<file path="config.mk">
export PLATFORM = sky130hd
export DESIGN_NAME = quad_phase_decoder
export DESIGN_NICKNAME = d
export VERILOG_FILES = /design/src/rtl/quad_phase_decoder.sv
export SDC_FILE = /design/constraint.sdc
export NUM_CORES = 1
export LEC_CHECK = 0
export BUFFER_PORTS_ARGS = -buffer_cell sky130_fd_sc_hd__buf_4
export CORE_AREA = 8 8 45 47
export DETAILED_ROUTE_END_ITERATION = 10
export DIE_AREA = 0 0 53 55
export PLACE_DENSITY = 0.76
export SYNTH_ARGS = -nofsm -noshare
export SYNTH_HDL_FRONTEND = slang
export SYNTH_SLANG_ARGS = --single-unit
</file>
<file path="constraint.sdc">
create_clock -name clk -period 2.6 [get_ports clk]
set_input_delay 0.39 -clock clk [delete_from_list [all_inputs] [get_ports clk]]
set_output_delay 0.39 -clock clk [all_outputs]
set_load 0.005 [all_outputs]
</file>
<file path="src/rtl/quad_phase_decoder.sv">
module quad_phase_decoder #(
  parameter int SYNC_STAGES = 2,
  parameter int FILT_LEN    = 3
) (
  input  logic       clk,
  input  logic       rst_n,
  input  logic       pha_i,
  input  logic       phb_i,
  input  logic       ab_en_i,
  input  logic       quad_mode_i,
  input  logic [1:0] res_sel_i,
  input  logic       noise_clr_i,
  output logic       cnt_strobe_o,
  output logic       cnt_dir_o,
  output logic       noise_err_o
);
  localparam int HW = FILT_LEN - 1;

  logic [SYNC_STAGES-1:0] a_sync, b_sync;
  logic [HW-1:0]          a_hist, b_hist;
  logic                   a_f, b_f, a_q;
  logic                   a_s, b_s;
  logic                   a_nx, b_nx;
  logic                   edge_a, edge_b, bad, up, q_hit, nq_hit;

  assign a_s = a_sync[SYNC_STAGES-1];
  assign b_s = b_sync[SYNC_STAGES-1];

  // accept a level once it has filled the whole history window
  assign a_nx = (&{a_hist, a_s}) ? 1'b1 : (~|{a_hist, a_s}) ? 1'b0 : a_f;
  assign b_nx = (&{b_hist, b_s}) ? 1'b1 : (~|{b_hist, b_s}) ? 1'b0 : b_f;

  assign edge_a = (a_nx ^ a_f) & ~(b_nx ^ b_f);
  assign edge_b = (b_nx ^ b_f) & ~(a_nx ^ a_f);
  assign bad    = (a_nx ^ a_f) & (b_nx ^ b_f);
  assign up     = edge_a ? (a_nx ^ b_f) : ~(b_nx ^ a_f);
  assign nq_hit = a_s & ~a_q;

  always_comb begin
    case (res_sel_i)
      2'd0:    q_hit = edge_a & a_nx;
      2'd1:    q_hit = edge_a;
      default: q_hit = edge_a | edge_b;
    endcase
  end

  always_ff @(posedge clk or negedge rst_n) begin
    if (!rst_n) begin
      a_sync <= '0;
      b_sync <= '0;
      a_hist <= '0;
      b_hist <= '0;
      a_f    <= 1'b0;
      b_f    <= 1'b0;
      a_q    <= 1'b0;
    end else begin
      a_sync <= {a_sync[SYNC_STAGES-2:0], pha_i};
      b_sync <= {b_sync[SYNC_STAGES-2:0], phb_i};
      a_hist <= {a_hist[HW-2:0], a_s};
      b_hist <= {b_hist[HW-2:0], b_s};
      a_f    <= a_nx;
      b_f    <= b_nx;
      a_q    <= a_s;
    end
  end

  always_ff @(posedge clk or negedge rst_n) begin
    if (!rst_n) begin
      cnt_strobe_o <= 1'b0;
      cnt_dir_o    <= 1'b0;
      noise_err_o  <= 1'b0;
    end else begin
      cnt_strobe_o <= ab_en_i & (quad_mode_i ? q_hit : nq_hit);
      if (ab_en_i) begin
        if (!quad_mode_i)           cnt_dir_o <= b_s;
        else if (edge_a || edge_b)  cnt_dir_o <= up;
      end
      if (noise_clr_i)                          noise_err_o <= 1'b0;
      else if (ab_en_i && quad_mode_i && bad)   noise_err_o <= 1'b1;
    end
  end
endmodule

</file>
==> Yosys cells after proc, flatten, opt, wreduce, memory -nomap -nowiden <==
Cells that the tools add are included.
Widths: inputs -> output; s select.
{ "op_classes": {"n_reduce_logical": 10, "muxes": 11, "eq_ne": 2, "bitwise_logic": 15} }
{ "op_table": {"columns": ["op", "n"], "rows": [
  ["$mux 1", 10],
  ["$and 1x1->1", 6],
  ["$reduce_and 3->1", 2],
  ["$reduce_or 3->1", 2],
  ["$not 1->1", 4],
  ["$xor 1x1->1", 4],
  ["$eq 2x1->1 const B", 1],
  ["$logic_and 1x1->1", 2],
  ["$logic_not 2->1", 1],
  ["$ne 2x1->1 const B", 1],
  ["$pmux 1 s2", 1],
  ["$reduce_and 2->1", 1],
  ["$reduce_bool 2->1", 1],
  ["$logic_or 1x1->1", 1],
  ["$or 1x1->1", 1]
]} }
{ "word_totals": {"in_bits": 9, "regBits": 14, "elab_cells": 48, "output_inout_bits": 3} }

==> Logic depth before layout (Yosys ltp) <==
{ "logic_depth": {"depth_word": 10, "ltp_mapped": 8, "ltp_nobuf": 8} }

==> Worst setup path after synthesis <==
OpenSTA, ideal clock, no wires.
{ "synth_timing": {"path_kind": "register to register", "startpoint": "register a_sync[1]", "endpoint": "register cnt_dir_o", "setup_time_ns": 0.065, "stages_incl_launch_ff": 8, "arrival_ns": 1.525, "path_buffers": 0, "path_slack_ns": 1.010, "synth_period_minus_slack_ns": 1.590, "path_cell_list": "dfrtp_1 nand2_1 o31ai_1 ha_1 a21boi_1 nor4b_1 mux2i_1 o211a_1"} }
{ "synth_via": {"elab_chain_len": 9, "word_cells_on_any_way": 15, "cone_classes": "1 x eq/ne; 5 x mux; 5 x bitwise; 4 x reduce/logical"} }
{ "synth_rtl": {"columns": ["item", "line_no", "source"], "rows": [
  ["start: declaration", "19", "logic [SYNC_STAGES-1:0] a_sync, b_sync;"],
  ["start signal: assignment", "57", "a_sync <= {a_sync[SYNC_STAGES-2:0], pha_i};"],
  ["$reduce_or 3->1", "30", "assign a_nx = (&{a_hist, a_s}) ? 1'b1 : (~|{a_hist, a_s}) ? 1'b0 : a_f;"],
  ["$mux 1", "30", null],
  ["$mux 1 (*)", "30", null],
  ["$xor 1x1->1", "33, 34", null],
  ["$not 1->1", "34", "assign edge_b = (b_nx ^ b_f) & ~(a_nx ^ a_f);"],
  ["$and 1x1->1", "34", null],
  ["$logic_or 1x1->1", "76", "else if (edge_a || edge_b) cnt_dir_o <= up;"],
  ["$ne 2x1->1 (no line)", null, null],
  ["$reduce_and 2->1 (no line)", null, null],
  ["end signal: assignment", "75", "if (!quad_mode_i) cnt_dir_o <= b_s;"],
  ["end signal: assignment", "76", null],
  ["end: declaration", "14", "output logic cnt_dir_o,"]
]} }
Mark *: on every way between the ends. The rest lies on a longest branch, timed or not. The select of a mux whose other input is x is not followed.
A chain may end at the register's enable or synchronous reset.

==> Worst setup path after layout <==
Ends and elaborated chain as after synthesis.

==> results.cfg <==
[run_status]
outcome = complete, no violations

[floorplan]
die_area_um2 = 2915
core_um2 = 1384
ios = 12
die_h_um = 55
rows = 14
die_w_um = 53
start_util_pct = 41.05

[yosys]
synthXorXnorAreaFrac_pct = 1.542
synthTopCellsByArea = dfrtp_1 (57%), a21oi_1 (4.4%), ha_1 (4.4%)
synth_top_family_by_area = compound AO/OA/AOI/OAI gates
syn_area_um2 = 568.0
synth_warnings = 0
synth-simple-area-share_pct = 14.76
synth_seq_cells = 13
synth_cell_type_count = 23
syn_nets = 62
syn_area_per_cell_um2 = 11.14
synth_top_area_share_pct = 57.27
yosysTopAreaCell = dfrtp_1
synth_mux_area_share_pct = 1.762
synth_cells = 51
synth-seq-area-share_pct = 57.27
synth_compound_area_share_pct = 17.62
synthAdderAreaFrac_pct = 4.405

[placement]
postPlaceCellArea_um2 = 670.6
place_inst = 78
io_buffers = 11
post-place-ws_ns = 0.8500
gp_congestion = 0.7219

[min_path]
holdPathStages = 1
hold_path_class = primary input to flip-flop

[grt]
grtUsageMet3_pct = 4.011
grt_pass1_vias = 429
grt_first_pass_wirelength_um = 1835
grt_max_degree = 14
antenna_found_initial = 0
use_met1_pct = 9.306
overflow = 0
track_usage_pct = 8.915
busiest_layer = met2
grtUsageMet2_pct = 14.06

[layout]
diodes = 0
drive_above_1_share_pct = 23.88
final_nets = 79
nFillCells = 128
multi_input_area_um2 = 227.7
fin_area_um2 = 706.9
area_growth_pct = 24.45
seqCellArea_um2 = 325.3
finalNonFillerCells = 83
final_core_util_pct = 51.09

[detailed_routing]
dr.pass1.iters = 2
drcViolationCount = 0
via_count = 432
via_per_inst = 5.205
antenna_left = 0
drt_iter0_drc = 9
drt_wl_total_um = 1076
wire_per_inst_um = 12.96

[power_and_ir_drop]
ir_drop_v = 0.0003611
p_leak_nw = 0.3321
power_density_nw_per_um2 = 613.4
p_total_mw = 0.4337

[timing]
timing.fmax_mhz = 549.8
tns_ns = 0
slew_viol_final = 0
skew_ns = 0.001327
relSlewSlack_pct = 78.32
whs_ns = 0.2199
timing.final.crit_share_pct = 69.96
worst_pin_slew_ns = 0.3224
rsz0062_at_grt = false
hold_viol_final = 0
setup_violations = 0
layout_min_cycle_time_ns = 1.819
setup_ws_ns = 0.7811

[critical_path]
end_kind = flip-flop
arrival_ns = 2.03
cp.required_ns = 2.81
r2r_cells = 7
start_kind = flip-flop
crit_type = flip-flop to flip-flop
cp_max_fo = 6

[job]
timing.max_cap.violations = 0

[clock_tree]
clock_sinks = 13
tritoncts.num_buffers = 3
cts_setup_buffers = 0
cts_buffer_depth = 2
clk_pin_slew_worst_paths_ns = 0.08
cts_tree = built
cts_resized = 0
clock-root-buffer = clkbuf_4
insertion_delay_ns = 0.27
h-tree-depth = 1
## routing by layer
layer | part of all wire [%] | wire, um | vias up
met3 | 8.6 | 93 | 5
met5 | 0 | 0 | -
met1 | 44 | 469 | 202
met4 | 2.9 | 31 | 0
met2 | 45 | 481 | 12
li1 | - | - | 213
## sequential cells by signal, summed over array words and instances (netlist names)
| signal | count |
|---|---|
| a_f | 1 |
| cnt_dir_o | 1 |
| cnt_strobe_o | 1 |
| a_hist | 2 |
| b_hist | 2 |
| b_f | 1 |
| b_sync | 2 |
| noise_err_o | 1 |
| a_sync | 2 |
## cell families (layout without fill, tap and decap cells)
kind of cell,count (synthesis),in the layout
DFF,13,13
adders and majority gates,2,2
xor gates and xnor gates,1,1
AOI/OAI and AO/OA,15,15
muxes,1,1
buffers and inverters,4,20
and+or+nand+nor,15,15
## critical path, stage by stage (launching register included)
cell and delay [ns]:
dfrtp_1 0.43, nand2_1 0.07, o31ai_1 0.30, ha_1 0.32, a21boi_1 0.25, nor4bb_1 0.10
mux2i_1 0.14, o211a_1 0.16
## path summary, 6_finish.rpt
path / startpoint / end / slack, ns
min reg2reg: a_sync[0]$_DFF_PN0_ / a_sync[1]$_DFF_PN0_ / 0.35
max reg2reg: a_sync[1]$_DFF_PN0_ / cnt_dir_o$_DFFE_PN0P_ / 0.78
max: a_sync[1]$_DFF_PN0_ / cnt_dir_o$_DFFE_PN0P_ / 0.78
min: pha_i / a_sync[0]$_DFF_PN0_ / 0.22
max in group asynchronous: rst_n / b_sync[1]$_DFF_PN0_ / 1.96
min in group asynchronous: rst_n / cnt_strobe_o$_DFF_PN0_ / 0.49
## layout by cell type, fill, tap and decap left out, types with 2 or more instances in the layout
| cell type | n |
|---|---|
| inv_1 | 4 |
| dfrtp_1 | 13 |
| clkbuf_4 | 3 |
| a21oi_1 | 5 |
| nand3_1 | 2 |
| nor2_1 | 4 |
| o21ai_1 | 3 |
| buf_4 | 11 |
| nand2_1 | 3 |
| ha_1 | 2 |
## report_power, final
part / internal (mW) / switching [mW]
registers: 0.218 / 0.0152
logic: 0.0422 / 0.0359
clock network: 0.0594 / 0.0626
total: 0.320 / 0.114
## area by class of cell
class                           count  share of cell area, %
Multi-Input combinational cell     34                  32.21
Timing Repair Buffer               12                  13.10
Tap cell                           16                  2.832
Inverter                            4                  2.124
Clock buffer                        4                  3.717
Sequential cell                    13                  46.02
## synthesized netlist by cell type
library cell	n
dfrtp_1	13
a21oi_1	5
inv_1	4
nor2_1	4
nand2_1	3
o21ai_1	3
ha_1	2
nand3_1	2
a21boi_1	1
a311oi_2	1
a31oi_1	1
mux2i_1	1
nand2b_1	1
nand3b_1	1
nand4b_1	1
nor2b_1	1
nor4b_1	1
nor4bb_1	1
o211a_1	1
o21ai_0	1
o21ai_2	1
o31ai_1	1
xor2_1	1
## timing repair
item                                    4_1_cts  5_1_grt
hold endpoints to repair                     13        0
hold buffers                                  1        0
endpoints found under the setup margin        0        0
No activity file was read; power rests on OpenSTA's default activity.
